[src/rtl/flash_cmd_pkg.sv]
package flashCmdPkg;

  typedef enum logic [2:0] {
    MD_READ      = 3'd0,
    MD_PROG      = 3'd1,
    MD_ERASE_TO  = 3'd2,
    MD_ERASE     = 3'd3,
    MD_SUSP      = 3'd4,
    MD_SUSP_PROG = 3'd5
  } modeT;

  typedef enum logic [2:0] {
    SQ_IDLE, SQ_U1, SQ_U2, SQ_PARM, SQ_E1, SQ_E2, SQ_E3
  } seqT;

  // control -> datapath strobes
  typedef struct packed {
    logic loadProg;
    logic loadErase;
    logic clrTo;
    logic runErase;
    logic loadLat;
    logic clrLat;
    logic capProg;
    logic capSector;
  } strobeT;

  // datapath -> control timer status
  typedef struct packed {
    logic progLast;
    logic toLast;
    logic eraseLast;
    logic latLast;
  } timerT;

  localparam logic [15:0] UNLOCK_ADDR_A = 16'h0555;
  localparam logic [15:0] UNLOCK_ADDR_B = 16'h02AA;
  localparam logic [7:0]  KEY_A         = 8'hAA;
  localparam logic [7:0]  KEY_B         = 8'h55;
  localparam logic [7:0]  OP_PROG       = 8'hA0;
  localparam logic [7:0]  OP_ERASE_SET  = 8'h80;
  localparam logic [7:0]  OP_SECTOR     = 8'h30;
  localparam logic [7:0]  OP_SUSPEND    = 8'hB0;
  localparam logic [7:0]  OP_RESUME     = 8'h30;

endpackage

[src/rtl/flash_down_cnt.sv]
module flashDownCnt #(
  parameter int MAX = 8
) (
  input  logic clk,
  input  logic rstN,
  input  logic load,
  input  logic clr,
  input  logic en,
  output logic last
);
  localparam int W = $clog2(MAX + 1);

  logic [W-1:0] cnt;

  always_ff @(posedge clk or negedge rstN) begin
    if (!rstN)                  cnt <= '0;
    else if (load)              cnt <= W'(MAX);
    else if (clr)               cnt <= '0;
    else if (en && cnt != '0)   cnt <= cnt - 1'b1;
  end

  assign last = (cnt == W'(1));
endmodule

[src/rtl/flash_cmd_datapath.sv]
module flashCmdDatapath
  import flashCmdPkg::*;
#(
  parameter int ADDR_W    = 11,
  parameter int PROG_CYC  = 8,
  parameter int TO_CYC    = 20,
  parameter int ERASE_CYC = 60,
  parameter int SUSP_LAT  = 5
) (
  input  logic              clk,
  input  logic              rstN,
  input  logic              busWe,
  input  logic [ADDR_W-1:0] busAddr,
  input  logic [7:0]        busData,
  input  strobeT            stb,
  output logic              wrEv,
  output logic [ADDR_W-1:0] cmdAddr,
  output logic [7:0]        cmdData,
  output timerT             tmr,
  output logic [ADDR_W-1:0] progAddr,
  output logic [7:0]        progData,
  output logic [ADDR_W-1:0] eraseSector
);
  logic weQ;
  logic [ADDR_W-1:0] addrQ;
  logic leadEdge;

  assign leadEdge = busWe & ~weQ;
  assign wrEv     = ~busWe & weQ;
  assign cmdAddr  = addrQ;
  assign cmdData  = busData;

  always_ff @(posedge clk or negedge rstN) begin
    if (!rstN) begin
      weQ         <= 1'b0;
      addrQ       <= '0;
      progAddr    <= '0;
      progData    <= '0;
      eraseSector <= '0;
    end else begin
      weQ <= busWe;
      if (leadEdge)      addrQ       <= busAddr;
      if (stb.capProg) begin
        progAddr <= addrQ;
        progData <= busData;
      end
      if (stb.capSector) eraseSector <= addrQ;
    end
  end

  flashDownCnt #(.MAX(PROG_CYC)) u_progCnt (
    .clk(clk), .rstN(rstN), .load(stb.loadProg), .clr(1'b0), .en(1'b1),
    .last(tmr.progLast));

  flashDownCnt #(.MAX(TO_CYC)) u_toCnt (
    .clk(clk), .rstN(rstN), .load(stb.loadErase), .clr(stb.clrTo), .en(1'b1),
    .last(tmr.toLast));

  flashDownCnt #(.MAX(ERASE_CYC)) u_eraseCnt (
    .clk(clk), .rstN(rstN), .load(stb.loadErase), .clr(1'b0), .en(stb.runErase),
    .last(tmr.eraseLast));

  flashDownCnt #(.MAX(SUSP_LAT)) u_latCnt (
    .clk(clk), .rstN(rstN), .load(stb.loadLat), .clr(stb.clrLat), .en(stb.runErase),
    .last(tmr.latLast));
endmodule

[src/rtl/flash_cmd_ctrl.sv]
module flashCmdCtrl
  import flashCmdPkg::*;
#(
  parameter int ADDR_W = 11
) (
  input  logic              clk,
  input  logic              rstN,
  input  logic              wrEv,
  input  logic [ADDR_W-1:0] cmdAddr,
  input  logic [7:0]        cmdData,
  input  timerT             tmr,
  output strobeT            stb,
  output modeT              modeQ,
  output logic              progStart,
  output logic              eraseStart
);
  localparam logic [ADDR_W-1:0] ADR_A = ADDR_W'(UNLOCK_ADDR_A);
  localparam logic [ADDR_W-1:0] ADR_B = ADDR_W'(UNLOCK_ADDR_B);

  modeT modeNxt;
  seqT  seqQ, seqNxt;
  logic suspPendQ, suspPendNxt;
  logic progStartNxt, eraseStartNxt;
  logic hitA, hitB, inSusp;

  assign hitA   = (cmdAddr == ADR_A) && (cmdData == KEY_A);
  assign hitB   = (cmdAddr == ADR_B) && (cmdData == KEY_B);
  assign inSusp = (modeQ == MD_SUSP);

  always_comb begin
    modeNxt       = modeQ;
    seqNxt        = seqQ;
    suspPendNxt   = suspPendQ;
    stb           = '0;
    progStartNxt  = 1'b0;
    eraseStartNxt = 1'b0;
    case (modeQ)
      MD_PROG:      if (tmr.progLast) modeNxt = MD_READ;
      MD_SUSP_PROG: if (tmr.progLast) modeNxt = MD_SUSP;
      MD_ERASE_TO: begin
        if (wrEv && cmdData == OP_SUSPEND) begin
          modeNxt   = MD_SUSP;
          stb.clrTo = 1'b1;
        end else if (tmr.toLast) begin
          modeNxt       = MD_ERASE;
          eraseStartNxt = 1'b1;
        end
      end
      MD_ERASE: begin
        stb.runErase = 1'b1;
        if (tmr.eraseLast) begin
          modeNxt     = MD_READ;
          stb.clrLat  = 1'b1;
          suspPendNxt = 1'b0;
        end else if (suspPendQ && tmr.latLast) begin
          modeNxt     = MD_SUSP;
          suspPendNxt = 1'b0;
        end else if (wrEv && cmdData == OP_SUSPEND && !suspPendQ) begin
          stb.loadLat = 1'b1;
          suspPendNxt = 1'b1;
        end
      end
      MD_READ, MD_SUSP: begin
        if (wrEv) begin
          case (seqQ)
            SQ_IDLE: begin
              if (hitA) seqNxt = SQ_U1;
              else if (inSusp && cmdData == OP_RESUME) begin
                modeNxt       = MD_ERASE;
                eraseStartNxt = 1'b1;
              end
            end
            SQ_U1: seqNxt = hitB ? SQ_U2 : SQ_IDLE;
            SQ_U2: begin
              if (cmdAddr == ADR_A && cmdData == OP_PROG) seqNxt = SQ_PARM;
              else if (!inSusp && cmdAddr == ADR_A && cmdData == OP_ERASE_SET) seqNxt = SQ_E1;
              else seqNxt = SQ_IDLE;
            end
            SQ_PARM: begin
              seqNxt       = SQ_IDLE;
              modeNxt      = inSusp ? MD_SUSP_PROG : MD_PROG;
              stb.loadProg = 1'b1;
              stb.capProg  = 1'b1;
              progStartNxt = 1'b1;
            end
            SQ_E1: seqNxt = hitA ? SQ_E2 : SQ_IDLE;
            SQ_E2: seqNxt = hitB ? SQ_E3 : SQ_IDLE;
            SQ_E3: begin
              seqNxt = SQ_IDLE;
              if (cmdData == OP_SECTOR) begin
                modeNxt       = MD_ERASE_TO;
                stb.loadErase = 1'b1;
                stb.capSector = 1'b1;
              end
            end
            default: seqNxt = SQ_IDLE;
          endcase
        end
      end
      default: modeNxt = MD_READ;
    endcase
  end

  always_ff @(posedge clk or negedge rstN) begin
    if (!rstN) begin
      modeQ      <= MD_READ;
      seqQ       <= SQ_IDLE;
      suspPendQ  <= 1'b0;
      progStart  <= 1'b0;
      eraseStart <= 1'b0;
    end else begin
      modeQ      <= modeNxt;
      seqQ       <= seqNxt;
      suspPendQ  <= suspPendNxt;
      progStart  <= progStartNxt;
      eraseStart <= eraseStartNxt;
    end
  end
endmodule

[src/rtl/flash_cmd_decoder.sv]
module flashCmdDecoder
  import flashCmdPkg::*;
#(
  parameter int ADDR_W    = 11,
  parameter int PROG_CYC  = 8,
  parameter int TO_CYC    = 20,
  parameter int ERASE_CYC = 60,
  parameter int SUSP_LAT  = 5
) (
  input  logic              clk,
  input  logic              rstN,
  input  logic              busWe,
  input  logic [ADDR_W-1:0] busAddr,
  input  logic [7:0]        busData,
  output logic [2:0]        mode,
  output logic              busy,
  output logic              progStart,
  output logic              eraseStart,
  output logic [ADDR_W-1:0] progAddr,
  output logic [7:0]        progData,
  output logic [ADDR_W-1:0] eraseSector
);
  strobeT            stb;
  timerT             tmr;
  modeT              modeQ;
  logic              wrEv;
  logic [ADDR_W-1:0] cmdAddr;
  logic [7:0]        cmdData;

  flashCmdDatapath #(
    .ADDR_W(ADDR_W), .PROG_CYC(PROG_CYC), .TO_CYC(TO_CYC),
    .ERASE_CYC(ERASE_CYC), .SUSP_LAT(SUSP_LAT)
  ) u_dp (
    .clk(clk), .rstN(rstN), .busWe(busWe), .busAddr(busAddr), .busData(busData),
    .stb(stb), .wrEv(wrEv), .cmdAddr(cmdAddr), .cmdData(cmdData), .tmr(tmr),
    .progAddr(progAddr), .progData(progData), .eraseSector(eraseSector));

  flashCmdCtrl #(.ADDR_W(ADDR_W)) u_ctrl (
    .clk(clk), .rstN(rstN), .wrEv(wrEv), .cmdAddr(cmdAddr), .cmdData(cmdData),
    .tmr(tmr), .stb(stb), .modeQ(modeQ), .progStart(progStart),
    .eraseStart(eraseStart));

  assign mode = modeQ;
  assign busy = (modeQ == MD_PROG) || (modeQ == MD_ERASE_TO) ||
                (modeQ == MD_ERASE) || (modeQ == MD_SUSP_PROG);
endmodule

[config.mk]
export PLATFORM = sky130hd
export DESIGN_NAME = flashCmdDecoder
export DESIGN_NICKNAME = d
export VERILOG_FILES = /design/src/rtl/flash_cmd_pkg.sv /design/src/rtl/flash_down_cnt.sv /design/src/rtl/flash_cmd_datapath.sv /design/src/rtl/flash_cmd_ctrl.sv /design/src/rtl/flash_cmd_decoder.sv
export SDC_FILE = /design/constraint.sdc
export NUM_CORES = 1
export LEC_CHECK = 0
export ABC_AREA = 1
export BUFFER_PORTS_ARGS = -buffer_cell sky130_fd_sc_hd__buf_2
export CAP_MARGIN = 20
export CORE_UTILIZATION = 45
export DETAILED_ROUTE_END_ITERATION = 10
export PLACE_DENSITY = 0.69
export SLEW_MARGIN = 0
export SYNTH_ARGS = -nofsm -noshare
export SYNTH_HDL_FRONTEND = slang
export SYNTH_SLANG_ARGS = --single-unit
[constraint.sdc]
create_clock -name clk -period 1.3 [get_ports clk]
set_input_delay 0.195 -clock clk [delete_from_list [all_inputs] [get_ports clk]]
set_output_delay 0.195 -clock clk [all_outputs]
set_load 0.005 [all_outputs]
After elaboration in Yosys (flattened, before gate mapping):

Cells that the tools add are included.

* flip-flop bits (word level): 69
* bits of input ports: 22
* logic and storage cells: 140

* add/sub/neg operators: 4
* eq/ne operators: 33
* mux-type cells: 54
* bitwise gates (word level): 4
* reduce and logical (&&, ||, !) cells: 31

Operators by type and width (number)
* $mux W3: 20
* $eq A8 B8 Y1 const B: 4
* $pmux W3 S5: 2
* $mux W1: 20
* $eq A3 B3 Y1 const B: 5
* $mux W5: 3
* $eq A3 B2 Y1 const B: 4
* $mux W6: 2
* $reduce_bool A3 Y1: 4
* $eq A11 B10 Y1 const B: 1
* $eq A11 B11 Y1 const B: 1
* $logic_and A1 B1 Y1: 11
* $eq A3 B1 Y1 const B: 3
* $pmux W3 S3: 1
* $reduce_and A9 Y1: 1
* $eq A8 B6 Y1 const B: 1
* $eq A8 B7 Y1 const B: 1
* $mux W4: 2
* $ne A2 B1 Y1 const B: 4
* $eq A6 B1 Y1 const B: 1
* $logic_not A3 Y1: 2
* $mux W2: 3
* $ne A3 B1 Y1 const B: 2
* $ne A3 B2 Y1 const B: 2
* 20 further kinds: 26

Logic depth before layout (Yosys ltp):

* depth after elaboration: 12
* mapped depth: 11
* gate-level depth less buffers: 11

Cells and area by module:

From an unflattened synthesis, not the netlist that was laid out.

* cells, all modules: 520
* area, all modules: 3987.6 um^2

Modules (own cells, without submodules)
* flashCmdDatapath: times used 1, cells each 187, area each 1734.2 um^2, sequential area each 1051.0 um^2
* flashCmdCtrl: times used 1, cells each 157, area each 933.4 um^2, sequential area each 225.2 um^2
* flashDownCnt (u_dp.u_eraseCnt): times used 1, cells each 59, area each 427.9 um^2, sequential area each 150.1 um^2
* flashDownCnt (u_dp.u_toCnt): times used 1, cells each 43, area each 324.1 um^2, sequential area each 125.1 um^2
* flashDownCnt (u_dp.u_progCnt): times used 1, cells each 36, area each 317.8 um^2, sequential area each 100.1 um^2
* flashDownCnt (u_dp.u_latCnt): times used 1, cells each 33, area each 231.5 um^2, sequential area each 75.1 um^2
* flashCmdDecoder: times used 1, cells each 5, area each 18.8 um^2, sequential area each 0.0 um^2

Least setup slack after synthesis:

Ideal clock, no wire load.

* kind: reg2reg
* start: register u_ctrl.modeQ[1]
* end: register u_dp.progAddr[8]
* setup time: 0.122 ns
* arrival time: 1.251 ns
* path slack: -0.073 ns
* stages on the path, launching flop included: 9
* path buffers: 2
* clock period less this slack: 1.373 ns
* cell sequence: dfrtp_1 > nor2_4 > nand2_4 > nor2_4 > inv_2 > buf_6 > buf_6 > nand2_1 > o21ai_1

* longest elaborated chain between the ends: 3
* elaborated cells on any way between the ends: 4
* classes of those cells: 1 x eq/ne; 1 x mux; 2 x reduce/logical

RTL lines
* from (decl): line flash_cmd_ctrl.sv:13 `output modeT modeQ,`
* from (signal assigned): line flash_cmd_ctrl.sv:112 `modeQ <= modeNxt;`
* $eq A3 B3 Y1 / $logic_not A3 Y1 (equally long branches): line flash_cmd_ctrl.sv:37 `case (modeQ)`
* $reduce_or A2 Y1 *: line flash_cmd_ctrl.sv:37
* $mux W2 *: line flash_cmd_ctrl.sv:37
* to (signal assigned): line flash_cmd_datapath.sv:44 `progAddr <= addrQ;`
* to (decl): line flash_cmd_datapath.sv:20 `output logic [ADDR_W-1:0] progAddr,`

Every way passes the cells marked *; elsewhere a longest branch is shown, timed or not.
A chain may end at the register's enable or synchronous reset.

Worst setup path after layout:

* start: register u_ctrl.modeQ[0]
* end: register u_dp.u_eraseCnt.cnt[4]

* longest elaborated chain between the ends: 4
* elaborated cells on any way between the ends: 9
* classes of those cells: 2 x eq/ne; 3 x mux; 4 x reduce/logical

RTL lines
* $eq A3 B3 Y1, or another cell as far along: line flash_cmd_ctrl.sv:37
* $reduce_or A2 Y1 / $mux W3 (equally long branches): line flash_cmd_ctrl.sv:37
* $mux W2 / $logic_and A1 B1 Y1 (equally long branches): line flash_cmd_ctrl.sv:37, flash_down_cnt.sv:19
* $mux W6 / $reduce_bool A2 Y1 (equally long branches)
* to (signal assigned): line flash_down_cnt.sv:17 `else if (load) cnt <= W'(MAX);`
* to (signal assigned): line flash_down_cnt.sv:19 `else if (en && cnt != '0) cnt <= cnt - 1'b1;`
* to (decl): line flash_down_cnt.sv:13 `logic [W-1:0] cnt;`

Several ways; a longest one is shown, not always the timed one.

==> metrics <==
placed instance area=4330 um2; Worst path most repeated cell=nand2_4; Num CTS Buffers=9; Nets=596; crit path max-delay cell type=dfrtp_2; CTS Buffer Depth=2; predominant post-synthesis flop cell=dfrtp_1; Root Driver=clkbuf_8; CP Depth=8; async set-reset flop share out of synthesis=100%; H-tree depth=3; Synth Register Bits=69; Core Area=7370 um2; DRC errors left=0; power density over the cells=1370 nW/um2; Starting DRT DRC Count=129; vias per inst=4.91; Post-synth EDFFs=0; die area=8110 um2; Worst Setup Start Kind=flip-flop; critical path peak fanout=7; Std-Cell Rows=31; Worst-Skew Late Latency=0.35 ns; failing checks=negative setup slack; Crit path largest cell delay=0.46 ns; clock slew at reported path FFs=0.08 ns; initial antenna violation count=0; placed insts=635; hold path cells=3; critical path, cell by cell=nor2_4 -> nand2_4 -> nor2_4 -> nand2_4 -> nand2_4 -> nand3_4 -> or2_0 -> nand2_1; Worst-Margin Slew=0.378 ns; Final Hold Slack=0.0847 ns; post-route cell area=5070 um2; WP data arrival=1.77 ns; Post-Synthesis Cells=428; Initial Util=47.4%; layout cell share with drive strength beyond 1=43.1%; Worst R2R Path Depth=8; CP delay by family, top=simple AND/OR/NAND/NOR gates; Final Critical Period=1.48 ns; Max Slew Vio Count=0; # IOs=58; Final Cycle Share=114%; FMAX=0.676 GHz; mapped cell area=3490 um2; P&R area growth vs syn=45.4%; HP Class=in -> reg; Seq/Total Area, Yosys=49.5%; most frequent cells after synthesis=113 x nand2_1, 69 x dfrtp_1, 48 x inv_1, 46 x nor2_1, 27 x o21ai_1; Routed Antenna Nets=0; Crit Path Class=reg -> reg; Synth warnings=0; GRT Resource Usage Total=21.1%; status=complete, but fails checks; Synthesized Nets=461; Yosys top cell area share=49.5%; WP data required=1.59 ns; Congestion Overflow GR=0; Via Count=3,273; wire per inst=13.1 um; global-route wire length before repair=13,700 um; top-count cell post-synth=nand2_1; WL final=8710 um; final setup vio count=51; Fin. Hold Viols=0; VDD IR max=0.597 mV; ranking of synthesized cells by area=dfrtp_1 49%, nand2_1 12%, inv_1 5.2%; Max Cap Viol=0; WP buf/inv=0; CTS tree=done; Die W=90.1 um; PortBufs=57; Initial DRT Pass Iterations=4; Synth area leader=dfrtp_1; non-filler instance count after layout=667; unrepaired setup endpoints after global routing=yes; vias in the first global route=3,107; Die Ht=90.1 um; Clock Sinks=69; Mean Syn Cell Area=8.15 um2; hpwl dp=5760 um; Worst slew margin=74.7%; Setup WS post-layout=-0.179 ns; RD Place Congestion=0.899; Synth cell types=31; P_leak=2.64 nW; ANT cells=0; Max Clock Skew=0.0110 ns; CP Capture Type=flip-flop; Tot Pwr=6.97 mW; largest net degree at the start of global routing=51; Place WS=-0.157 ns
[power breakdown]
part / switching, mW / internal [mW] / leakage [nW]
sequential: 0.197 / 2.37 / 0.886
combinational: 1.29 / 1.15 / 1.64
clock: 0.884 / 1.09 / 0.106
total: 2.37 / 4.60 / 2.64
[final timing paths]
kind / startpoint / endpoint / slack, ns
hold / removal: busAddr[4] / u_dp.cmdAddr[4] / 0.08
hold reg to reg: u_dp.progData[4] / u_dp.progData[4] / 0.48
setup / recovery: u_ctrl.modeQ[0] / u_dp.u_eraseCnt.cnt[4] / -0.18
min in group asynchronous: rstN / u_dp.progData[3] / 0.37
max in group asynchronous: rstN / u_dp.u_eraseCnt.cnt[1] / 0.68
setup reg to reg: u_ctrl.modeQ[0] / u_dp.u_eraseCnt.cnt[4] / -0.18
[worst reg2reg max path, delay by kind of cell, from the launching register on]
family / cells / cell delay [ns]
AND/OR/NAND/NOR: 8 / 0.98
flip-flops: 1 / 0.46
[metal layers]
layer  track usage [%]  vias to the layer above  wire length [um]
li1                  -                     1630                 -
met1              27.1                     1539              3920
met2              33.5                       92              4160
met3              5.08                       12               486
met4              9.95                        0               142
met5                 0                        -                 0
[state kept, by name, indices dropped and copies added, names as in the netlist, 3 cells and up]
| register | flops |
|---|---|
| u_ctrl.modeQ | 3 |
| u_dp.progAddr | 11 |
| u_dp.cmdAddr | 11 |
| u_ctrl.seqQ | 3 |
| u_dp.u_latCnt.cnt | 3 |
| u_dp.eraseSector | 11 |
| u_dp.u_toCnt.cnt | 5 |
| u_dp.progData | 8 |
| u_dp.u_eraseCnt.cnt | 6 |
| u_dp.u_progCnt.cnt | 4 |
[per-stage QoR]
| stage | util [%] | setup TNS (ns) |
|---|---|---|
| 4_1_cts | 64.3 | -3.63 |
| 3_3_place_gp | 58.7 | -1.88 |
| 3_5_place_dp | 58.7 | -2.74 |
| 5_1_grt | 68.8 | -8.43 |
| 6_report | 68.8 | -5.35 |
| 2_1_floorplan | - | -1.16 |
[cells in the final DEF, fill, tap and decap left out, types with 4 or more instances in the layout]
cell,n
buf_4,61
inv_1,38
a21oi_1,15
nand3_2,7
nor2_1,39
buf_6,6
clkbuf_8,9
nor2_4,11
nand4_1,7
inv_2,13
nand2_2,22
o21ai_1,26
o21ai_2,13
dfrtp_1,65
nand2_4,8
nand2_1,88
dfrtp_2,4
nor3_1,10
buf_12,5
ha_1,7
buf_2,57
nand3_1,15
[cell type report]
| type | instances | area, um2 |
|---|---|---|
| fillers | 567 | 2300 |
| well taps | 99 | 124 |
| clock buffers | 9 | 124 |
| repair buffers | 133 | 986 |
| flip-flops and latches | 69 | 1730 |
| multi-input cells | 295 | 1780 |
| inverters | 55 | 226 |
| clock inverters | 7 | 97.6 |
[what timing repair did]
action	CTS	global route
pin swaps	11	15
gates resized for setup	43	65
hold buffers	1	0
gates cloned	0	3
endpoints found under the hold margin	69	0
endpoints found under the setup margin	37	57
setup buffers	4	9
[kinds of logic after synthesis]
family | synth area share [%]
and+or+nand+nor | 27.8
DFF | 49.5
buffers and inverters | 7.85
AOI/OAI and AO/OA | 9.47
adders and majority gates | 3.94
xor gates and xnor gates | 1.51
(Power assumes the default switching activity.)
